### src/rtl/sram_ctrl_pkg.sv
package sram_ctrl_pkg;

  typedef enum logic [2:0] {
    ST_IDLE, ST_WR, ST_WEND, ST_RD, ST_REND, ST_RET, ST_RECOV
  } ctrlState_e;

  // Strobes from control to datapath
  typedef struct packed {
    logic load;     // latch request address and data
    logic capture;  // sample memory data bus
    logic drive;    // enable write-data drivers
  } dpStrobe_t;

  // Nanoseconds to whole cycles, rounded up; zero stays zero
  function automatic int cycFromNs(input int ns, input int clkNs);
    return (ns <= 0) ? 0 : (ns + clkNs - 1) / clkNs;
  endfunction

  function automatic int maxOf(input int a, input int b);
    return (a > b) ? a : b;
  endfunction

endpackage

### src/rtl/sram_ctrl_fsm.sv
module sram_ctrl_fsm
  import sram_ctrl_pkg::*;
#(
  parameter int CLK_NS   = 10,
  parameter int T_WP_NS  = 55,
  parameter int T_DW_NS  = 30,
  parameter int T_WHZ_NS = 30,
  parameter int T_WC_NS  = 70,
  parameter int T_AA_NS  = 70,
  parameter int T_OE_NS  = 35,
  parameter int T_RC_NS  = 70,
  parameter int T_REC_NS = 5000000
) (
  input  logic      clk,
  input  logic      rstN,
  input  logic      reqValid,
  input  logic      reqWrite,
  input  logic      retReq,
  input  logic      retExit,
  output logic      reqReady,
  output logic      ackValid,
  output logic      busy,
  output logic      csN,
  output logic      weN,
  output logic      oeN,
  output dpStrobe_t strobe
);

  localparam int WHZ_C    = cycFromNs(T_WHZ_NS, CLK_NS);
  localparam int DW_C     = maxOf(1, cycFromNs(T_DW_NS, CLK_NS));
  localparam int WE_LOW_C = maxOf(cycFromNs(T_WP_NS, CLK_NS), WHZ_C + DW_C);
  localparam int DRV_C    = WE_LOW_C - WHZ_C;
  localparam int WTAIL_C  = maxOf(1, cycFromNs(T_WC_NS, CLK_NS) - WE_LOW_C);
  localparam int RD_C     = maxOf(1, maxOf(cycFromNs(T_AA_NS, CLK_NS),
                                           cycFromNs(T_OE_NS, CLK_NS)));
  localparam int RTAIL_C  = maxOf(1, cycFromNs(T_RC_NS, CLK_NS) - RD_C);
  localparam int REC_C    = maxOf(1, cycFromNs(T_REC_NS, CLK_NS));
  localparam int MAX_C    = maxOf(maxOf(WE_LOW_C, WTAIL_C),
                                  maxOf(maxOf(RD_C, RTAIL_C), REC_C));
  localparam int CNT_W    = $clog2(MAX_C + 1);

  ctrlState_e       state;
  logic [CNT_W-1:0] cnt;
  logic             cntDone;
  logic             accept;

  assign cntDone = (cnt == '0);
  assign reqReady = (state == ST_IDLE) && !retReq;
  assign accept   = reqReady && reqValid;

  always_ff @(posedge clk or negedge rstN) begin
    if (!rstN) begin
      state <= ST_IDLE;
      cnt   <= '0;
    end else begin
      case (state)
        ST_IDLE: begin
          if (retReq) begin
            state <= ST_RET;
          end else if (reqValid) begin
            state <= reqWrite ? ST_WR : ST_RD;
            cnt   <= reqWrite ? CNT_W'(WE_LOW_C - 1) : CNT_W'(RD_C - 1);
          end
        end
        ST_WR: begin
          if (cntDone) begin
            state <= ST_WEND;
            cnt   <= CNT_W'(WTAIL_C - 1);
          end else cnt <= cnt - 1'b1;
        end
        ST_RD: begin
          if (cntDone) begin
            state <= ST_REND;
            cnt   <= CNT_W'(RTAIL_C - 1);
          end else cnt <= cnt - 1'b1;
        end
        ST_WEND, ST_REND, ST_RECOV: begin
          if (cntDone) state <= ST_IDLE;
          else cnt <= cnt - 1'b1;
        end
        ST_RET: begin
          if (retExit) begin
            state <= ST_RECOV;
            cnt   <= CNT_W'(REC_C - 1);
          end
        end
        default: state <= ST_IDLE;
      endcase
    end
  end

  always_comb begin
    csN      = !((state == ST_WR) || (state == ST_RD));
    weN      = (state != ST_WR);
    oeN      = (state != ST_RD);
    ackValid = ((state == ST_WEND) || (state == ST_REND)) && cntDone;
    busy     = (state == ST_RET) || (state == ST_RECOV);
    strobe.load    = accept;
    strobe.capture = (state == ST_RD) && cntDone;
    strobe.drive   = (state == ST_WR) && (cnt < CNT_W'(DRV_C));
  end

endmodule

### src/rtl/sram_ctrl_dp.sv
module sram_ctrl_dp
  import sram_ctrl_pkg::*;
#(
  parameter int ADDR_W = 15,
  parameter int DATA_W = 8
) (
  input  logic              clk,
  input  logic              rstN,
  input  dpStrobe_t         strobe,
  input  logic [ADDR_W-1:0] reqAddr,
  input  logic [DATA_W-1:0] reqWdata,
  input  logic [DATA_W-1:0] memDqIn,
  output logic [ADDR_W-1:0] memAddr,
  output logic [DATA_W-1:0] memDqOut,
  output logic              memDqOe,
  output logic [DATA_W-1:0] ackRdata
);

  logic [ADDR_W-1:0] addrQ;
  logic [DATA_W-1:0] wdataQ;
  logic [DATA_W-1:0] rdataQ;

  // Address and write data change only on acceptance, when chip select is high
  always_ff @(posedge clk or negedge rstN) begin
    if (!rstN) begin
      addrQ  <= '0;
      wdataQ <= '0;
    end else if (strobe.load) begin
      addrQ  <= reqAddr;
      wdataQ <= reqWdata;
    end
  end

  always_ff @(posedge clk or negedge rstN) begin
    if (!rstN) rdataQ <= '0;
    else if (strobe.capture) rdataQ <= memDqIn;
  end

  assign memAddr  = addrQ;
  assign memDqOut = wdataQ;
  assign memDqOe  = strobe.drive;
  assign ackRdata = rdataQ;

endmodule

### src/rtl/sram_async_ctrl.sv
module sram_async_ctrl
  import sram_ctrl_pkg::*;
#(
  parameter int ADDR_W   = 15,
  parameter int DATA_W   = 8,
  parameter int CLK_NS   = 10,
  parameter int T_WP_NS  = 55,
  parameter int T_DW_NS  = 30,
  parameter int T_WHZ_NS = 30,
  parameter int T_WC_NS  = 70,
  parameter int T_AA_NS  = 70,
  parameter int T_OE_NS  = 35,
  parameter int T_RC_NS  = 70,
  parameter int T_REC_NS = 5000000
) (
  input  logic              clk,
  input  logic              rstN,
  input  logic              reqValid,
  input  logic              reqWrite,
  input  logic [ADDR_W-1:0] reqAddr,
  input  logic [DATA_W-1:0] reqWdata,
  output logic              reqReady,
  output logic              ackValid,
  output logic [DATA_W-1:0] ackRdata,
  input  logic              retReq,
  input  logic              retExit,
  output logic              busy,
  output logic [ADDR_W-1:0] memAddr,
  output logic              memCsN,
  output logic              memOeN,
  output logic              memWeN,
  output logic [DATA_W-1:0] memDqOut,
  output logic              memDqOe,
  input  logic [DATA_W-1:0] memDqIn
);

  dpStrobe_t strobe;

  sram_ctrl_fsm #(
    .CLK_NS(CLK_NS), .T_WP_NS(T_WP_NS), .T_DW_NS(T_DW_NS),
    .T_WHZ_NS(T_WHZ_NS), .T_WC_NS(T_WC_NS), .T_AA_NS(T_AA_NS),
    .T_OE_NS(T_OE_NS), .T_RC_NS(T_RC_NS), .T_REC_NS(T_REC_NS)
  ) ctrl (
    .clk(clk), .rstN(rstN), .reqValid(reqValid), .reqWrite(reqWrite),
    .retReq(retReq), .retExit(retExit), .reqReady(reqReady),
    .ackValid(ackValid), .busy(busy), .csN(memCsN), .weN(memWeN),
    .oeN(memOeN), .strobe(strobe)
  );

  sram_ctrl_dp #(.ADDR_W(ADDR_W), .DATA_W(DATA_W)) dp (
    .clk(clk), .rstN(rstN), .strobe(strobe), .reqAddr(reqAddr),
    .reqWdata(reqWdata), .memDqIn(memDqIn), .memAddr(memAddr),
    .memDqOut(memDqOut), .memDqOe(memDqOe), .ackRdata(ackRdata)
  );

endmodule

### config.mk
export PLATFORM = sky130hd
export DESIGN_NAME = sram_async_ctrl
export DESIGN_NICKNAME = d
export VERILOG_FILES = /design/src/rtl/sram_ctrl_pkg.sv /design/src/rtl/sram_ctrl_fsm.sv /design/src/rtl/sram_ctrl_dp.sv /design/src/rtl/sram_async_ctrl.sv
export SDC_FILE = /design/constraint.sdc
export NUM_CORES = 1
export LEC_CHECK = 0
export ABC_AREA = 1
export BUFFER_PORTS_ARGS = -buffer_cell sky130_fd_sc_hd__buf_4
export CORE_UTILIZATION = 45
export CTS_CLUSTER_DIAMETER = 60
export DETAILED_ROUTE_END_ITERATION = 7
export PLACE_DENSITY_LB_ADDON = 0.1
export SLEW_MARGIN = 20
export SYNTH_ARGS = -nofsm -noshare
export SYNTH_HDL_FRONTEND = slang
export SYNTH_SLANG_ARGS = --single-unit
### constraint.sdc
create_clock -name clk -period 5.4 [get_ports clk]
set_clock_uncertainty 0.15 [all_clocks]
set_input_delay 0.54 -clock clk [delete_from_list [all_inputs] [get_ports clk]]
set_output_delay 0.54 -clock clk [all_outputs]
set_load 0.02 [all_outputs]
# ---- After elaboration in Yosys (flattened, before gate mapping)
# Index checks and enable logic that the tools add are counted.
dict set report op_classes {
  addsub 1
  multipliers 0
  div_mod_pow 0
  order_cmp 1
  eq_ne 16
  shifts 0
  mux 15
  n_bitwise 0
  reduce_logical 17
}
# cell n
set ops {}
lappend ops {{$mux W19} 5}
lappend ops {{$pmux W19 S4} 1}
lappend ops {{$logic_not A19 Y1} 1}
lappend ops {{$lt A19 B2 Y1 const B} 1}
lappend ops {{$sub A19 B1 Y19 const B} 1}
lappend ops {{$mux W3} 6}
lappend ops {{$pmux W3 S5} 1}
lappend ops {{$reduce_and A5 Y1} 2}
lappend ops {{$eq A3 B3 Y1 const B} 3}
lappend ops {{$ne A2 B2 Y1 const B} 4}
lappend ops {{$eq A3 B2 Y1 const B} 2}
lappend ops {{$ne A2 B1 Y1 const B} 3}
lappend ops {{$logic_and A1 B1 Y1} 5}
lappend ops {{$mux W2} 2}
lappend ops {{$reduce_bool A4 Y1} 1}
lappend ops {{$eq A3 B1 Y1 const B} 1}
lappend ops {{$logic_not A3 Y1} 1}
lappend ops {{$logic_or A1 B1 Y1} 3}
lappend ops {{$ne A3 B1 Y1 const B} 1}
lappend ops {{$ne A3 B2 Y1 const B} 1}
lappend ops {{$ne A3 B3 Y1 const B} 1}
lappend ops {{$reduce_or A3 Y1} 1}
lappend ops {{$logic_not A1 Y1} 2}
lappend ops {{$reduce_or A2 Y1} 1}
dict set report word_totals {
  reg_bits 53
  latchBits 0
  mem_bits_rw 0
  mem_bits_ro 0
  input_bits 37
  wordCells 55
  mem_count 0
}

# ---- Longest topological paths before layout
dict set report logic_depth {
  ltp_word 4
  depth_mapped 13
}

# ---- Modules after synthesis
# A second synthesis with hierarchy kept.
dict set report unflattened {
  hier_cells 406
  hier_area_um2 2997.9
}
# mod instances cells_per_inst area_each_um2
set modules_own_cells {}
lappend modules_own_cells {sram_ctrl_fsm 1 274 1815.5}
lappend modules_own_cells {sram_ctrl_dp 1 132 1182.4}

# ---- Worst setup path after synthesis
# OpenSTA, ideal clock, no wires.
dict set report synth_path {
  kind {register to output}
  startpoint {reg ctrl.cnt[0]}
  endpoint {out ackValid}
  arrival_time_ps 1410
  required_time_ps 4710
  setup_slack_ps 3300
  path_stages_with_launch 9
  path_buffers 0
  cell_sequence {dfrtp_1 -> inv_2 -> ha_1 -> inv_1 -> nor2_1 -> nand3_1 -> nor2_2 -> nand3_4 -> nor2_1}
}
dict set report synth_between {
  elab_chain_cells 2
}
# element line_no
set synth_lines {}
lappend synth_lines {{from (decl)} sram_ctrl_fsm.sv:43} ;# logic [CNT_W-1:0] cnt;
lappend synth_lines {{from (signal assigned)} sram_ctrl_fsm.sv:62} ;# cnt <= reqWrite ? CNT_W'(WE_LOW_C - 1) : CNT_W'(RD_C - 1);
lappend synth_lines {{from (signal assigned)} sram_ctrl_fsm.sv:68} ;# cnt <= CNT_W'(WTAIL_C - 1);
lappend synth_lines {{from (signal assigned)} sram_ctrl_fsm.sv:69} ;# end else cnt <= cnt - 1'b1;
lappend synth_lines {{$logic_not A19 Y1} sram_ctrl_fsm.sv:47} ;# assign cntDone = (cnt == '0);
lappend synth_lines {{$logic_and A1 B1 Y1} sram_ctrl_fsm.sv:96} ;# ackValid = ((state == ST_WEND) || (state == ST_REND)) && cntDone;
lappend synth_lines {{to (decl)} sram_async_ctrl.sv:23} ;# output logic ackValid,
# Every way passes these cells.

# ---- Worst setup path in the final report
# Ends and elaborated chain as after synthesis.

==> impl_metrics.env <==
export IMPL_critPathArrivalTime_ns=1.89
export IMPL_numCtsBuffers=5
export IMPL_routedWlPerCell_um=12.74
export IMPL_grt_pass1_wl_um=11660
export IMPL_grt_setup_unrepaired="false"
export IMPL_cts_tree="done"
export IMPL_ant_nets=0
export IMPL_synthMuxAreaShare_pct=8.575
export IMPL_synth_compound_area_share_pct=4.308
export IMPL_cts_path_max_buffers=2
export IMPL_finalPower_w=0.002260
export IMPL_p_sw_share_pct=48.65
export IMPL_final_design_area_no_fill_um2=3734
export IMPL_dieArea_um2=7043
export IMPL_ctsResizeCount=0
export IMPL_grt_use_total_pct=20.55
export IMPL_fin_crit_sh_pct=47.87
export IMPL_ir_drop_mv=0.3298
export IMPL_synth_nets=411
export IMPL_final_hold_viol_count=0
export IMPL_via_per_inst=4.909
export IMPL_synth_area_um2=3020
export IMPL_max_stage_delay_ns=0.41
export IMPL_io_buffers=74
export IMPL_p_per_area_nw_per_um2=605.3
export IMPL_clock_power_share_pct=10.4
export IMPL_dr_wl_met2_um=3190
export IMPL_yosysWarnings=0
export IMPL_synth_top_flop_cell="dfrtp_1"
export IMPL_path_common_cell="nor2_1"
export IMPL_drv_cap=0
export IMPL_place_area_um2=3628
export IMPL_dr_total_vias=2582
export IMPL_fin_crit_ns=2.585
export IMPL_synth_area_leader_cell="dfrtp_1"
export IMPL_setup_slack_ns=2.815
export IMPL_yosysMostFrequentCell="nand2_1"
export IMPL_coreArea_um2=6422
export IMPL_synth_top_family_by_area="simple AND/OR/NAND/NOR gates"
export IMPL_clk_pin_slew_worst_paths_ns=0.11
export IMPL_die_h_um=83.93
export IMPL_power_leakage_nw=2.056
export IMPL_drt_pass1_iter_count=6
export IMPL_finalMaxSlewViolations=0
export IMPL_cts_sinks=53
export IMPL_drive_gt1_share_pct=24.50
export IMPL_synth_cells=372
export IMPL_wl_met3_um=299
export IMPL_place_ws_ns=2.957
export IMPL_drt_iter0_drc=146
export IMPL_p_sw_w=0.001100
export IMPL_synth_edf_count=0
export IMPL_grt_max_degree=54
export IMPL_drcViolationCount=11
export IMPL_outcome="complete, but fails checks"
export IMPL_hp_class="in -> async"
export IMPL_highest_layer="met4"
export IMPL_io_pins=75
export IMPL_max_freq_ghz=0.3869
export IMPL_dp_hpwl_um=5003
export IMPL_synth_adder_area_share_pct=0.8285
export IMPL_ys_ff_latch=53
export IMPL_grt_ovfl_total=0
export IMPL_synth_yosys_seq_area_share_pct=43.91
export IMPL_syn_avg_cell_area_um2=8.119
export IMPL_wirelength_um=6703
export IMPL_clk_latency_ns=0.31
export IMPL_crit_path_start_kind="flip-flop"
export IMPL_pwr_share_comb_pct=58.2
export IMPL_htree_levels=2
export IMPL_slowest_stage="dfrtp_1"
export IMPL_rows=29
export IMPL_yosys_top_cells_area="dfrtp_1, nand2_1, mux2_1"
export IMPL_netlist_area_leader_share_pct=43.91
export IMPL_failed_checks="DRC"
export IMPL_p_int_w=0.001160
export IMPL_worstSetupPathType="reg -> out"
export IMPL_cp_max_fo=6
export IMPL_required_ns=4.71
export IMPL_ctsHoldBuffers=0
export IMPL_grt_pass1_vias=2499
export IMPL_synthXorXnorAreaFrac_pct=2.900
export IMPL_fin_nets=487
export IMPL_synth_async_reset_ratio_pct=100.0
export IMPL_antenna_found_initial=0
export IMPL_wl_met1_um=3129
export IMPL_critPathTopFamily="simple AND/OR/NAND/NOR gates"
export IMPL_cp_end_kind="output port"
export IMPL_routabilityCongestion=0.9806
export IMPL_tightest_slew_ns=0.6674
export IMPL_start_util_pct=47.03
export IMPL_yosysUniqueCellTypes=37
export IMPL_path_cells="inv_2, ha_1, inv_1, nor2_1, nand3_1, nor2_2, nand3_4, nor2_1, buf_4"
export IMPL_seqPwrFrac_pct=31.4
export IMPL_max_slew_margin_rel_pct=55.51
export IMPL_area_growth_synth_to_final_pct=23.61
export IMPL_synthTopCellsByCount="nand2_1, dfrtp_1, inv_1"
export IMPL_insertedDiodeCount=0
export IMPL_setup_viol=0
export IMPL_die_w_um=83.93
export IMPL_post_cts_repair_setup_buffers=0
export IMPL_cts_root_buffer="clkbuf_8"
export IMPL_setup_tns_ns=0
export IMPL_yosys_area_share_simple_pct=31.07
export IMPL_path_buf_inv=3
## worst register-to-register path, cell delays in order (launching register included)
cell and delay (ns):
dfrtp_1 0.41, inv_2 0.11, ha_1 0.19, inv_1 0.05, nor2_1 0.08, nand3_1 0.08, nor2_2 0.20, nand2_1 0.07
nand2_1 0.10, nand2_1 0.31, nand3_1 0.20, o21ai_0 0.09
## per-layer routing
| layer | global-route usage, % | up-vias |
|---|---|---|
| li1 | - | 1315 |
| met1 | 27.70 | 1198 |
| met2 | 33.76 | 63 |
| met3 | 3.165 | 6 |
| met4 | 7.053 | 0 |
| met5 | 0 | - |
## cells by family (layout without fill, tap and decap cells)
kind of cell | after synthesis | count (layout)
AND/OR/NAND/NOR | 199 | 199
buffers and inverters | 62 | 139
flip-flops | 53 | 53
AO/OA/AOI/OAI | 23 | 23
multiplexers | 23 | 23
XOR/XNOR | 10 | 10
adder cells (fa/ha/maj) | 2 | 2
## sequential cells by signal (all words and copies together) (netlist names)
signal	count
dp.memDqOut	8
ctrl.cnt	19
dp.ackRdata	8
ctrl.state	3
dp.memAddr	15
## layout make-up
type                            count  area, um^2
Tap cell                           77       96.34
Multi-Input combinational cell    257        1440
Timing Repair Buffer               75       566.8
Inverter                           56       210.2
Clock buffer                        5       68.82
Sequential cell                    53        1326
Clock inverter                      3       25.02
Fill cell                         598        2689
## final timing paths
check,start,to,slack [ns],cells after the start
hold reg to reg,dp.memAddr[1]$_DFFE_PN0P_,dp.memAddr[1]$_DFFE_PN0P_,0.35,1
hold / removal,rstN,dp.memDqOut[3]$_DFFE_PN0P_,0.1,1
setup reg to reg,ctrl.cnt[0]$_DFFE_PN0P_,ctrl.cnt[11]$_DFFE_PN0P_,3.24,11
min in group clk,reqWdata[6],dp.memDqOut[6]$_DFFE_PN0P_,0.28,2
max in group asynchronous,rstN,ctrl.cnt[16]$_DFFE_PN0P_,4.55,1
setup / recovery,ctrl.cnt[0]$_DFFE_PN0P_,ackValid,2.82,9
## power by group through the flow
stage / Sequential, W / Combinational, W / Clock (W)
after global routing: 0.000734 / 0.00147 / 0.000258
after floorplan: 0.000826 / 0.000795 / 0
after global placement: 0.000711 / 0.00130 / 0
final: 0.000709 / 0.00132 / 0.000235
after CTS: 0.000708 / 0.00132 / 0.000243
after detailed placement: 0.000716 / 0.00132 / 0
## cell usage in the layout (no fill, tap or decap), drive strengths merged
cell type,count
a211oi,1
a21boi,1
a21oi,2
and3,1
buf,75
clkbuf,5
clkinv,1
clkinvlp,1
dfrtp,53
ha,2
inv,57
mux2,23
nand2,109
nand3,33
nand3b,2
nand4,4
nor2,46
nor3,2
nor3b,1
nor4,1
o21ai,18
o21bai,1
xnor2,4
xor2,6
## through the flow
stage | hold slack, ns | utilization [%] | cells
after floorplan | 0.09441 | - | 372
after global placement | 0.3177 | 56.50 | 517
after detailed placement | 0.3249 | 56.50 | 517
after CTS | 0.1355 | 57.96 | 525
after global routing | 0.1728 | 58.13 | 526
final | 0.09705 | 58.13 | 526
No activity file was read; power rests on OpenSTA's default activity.
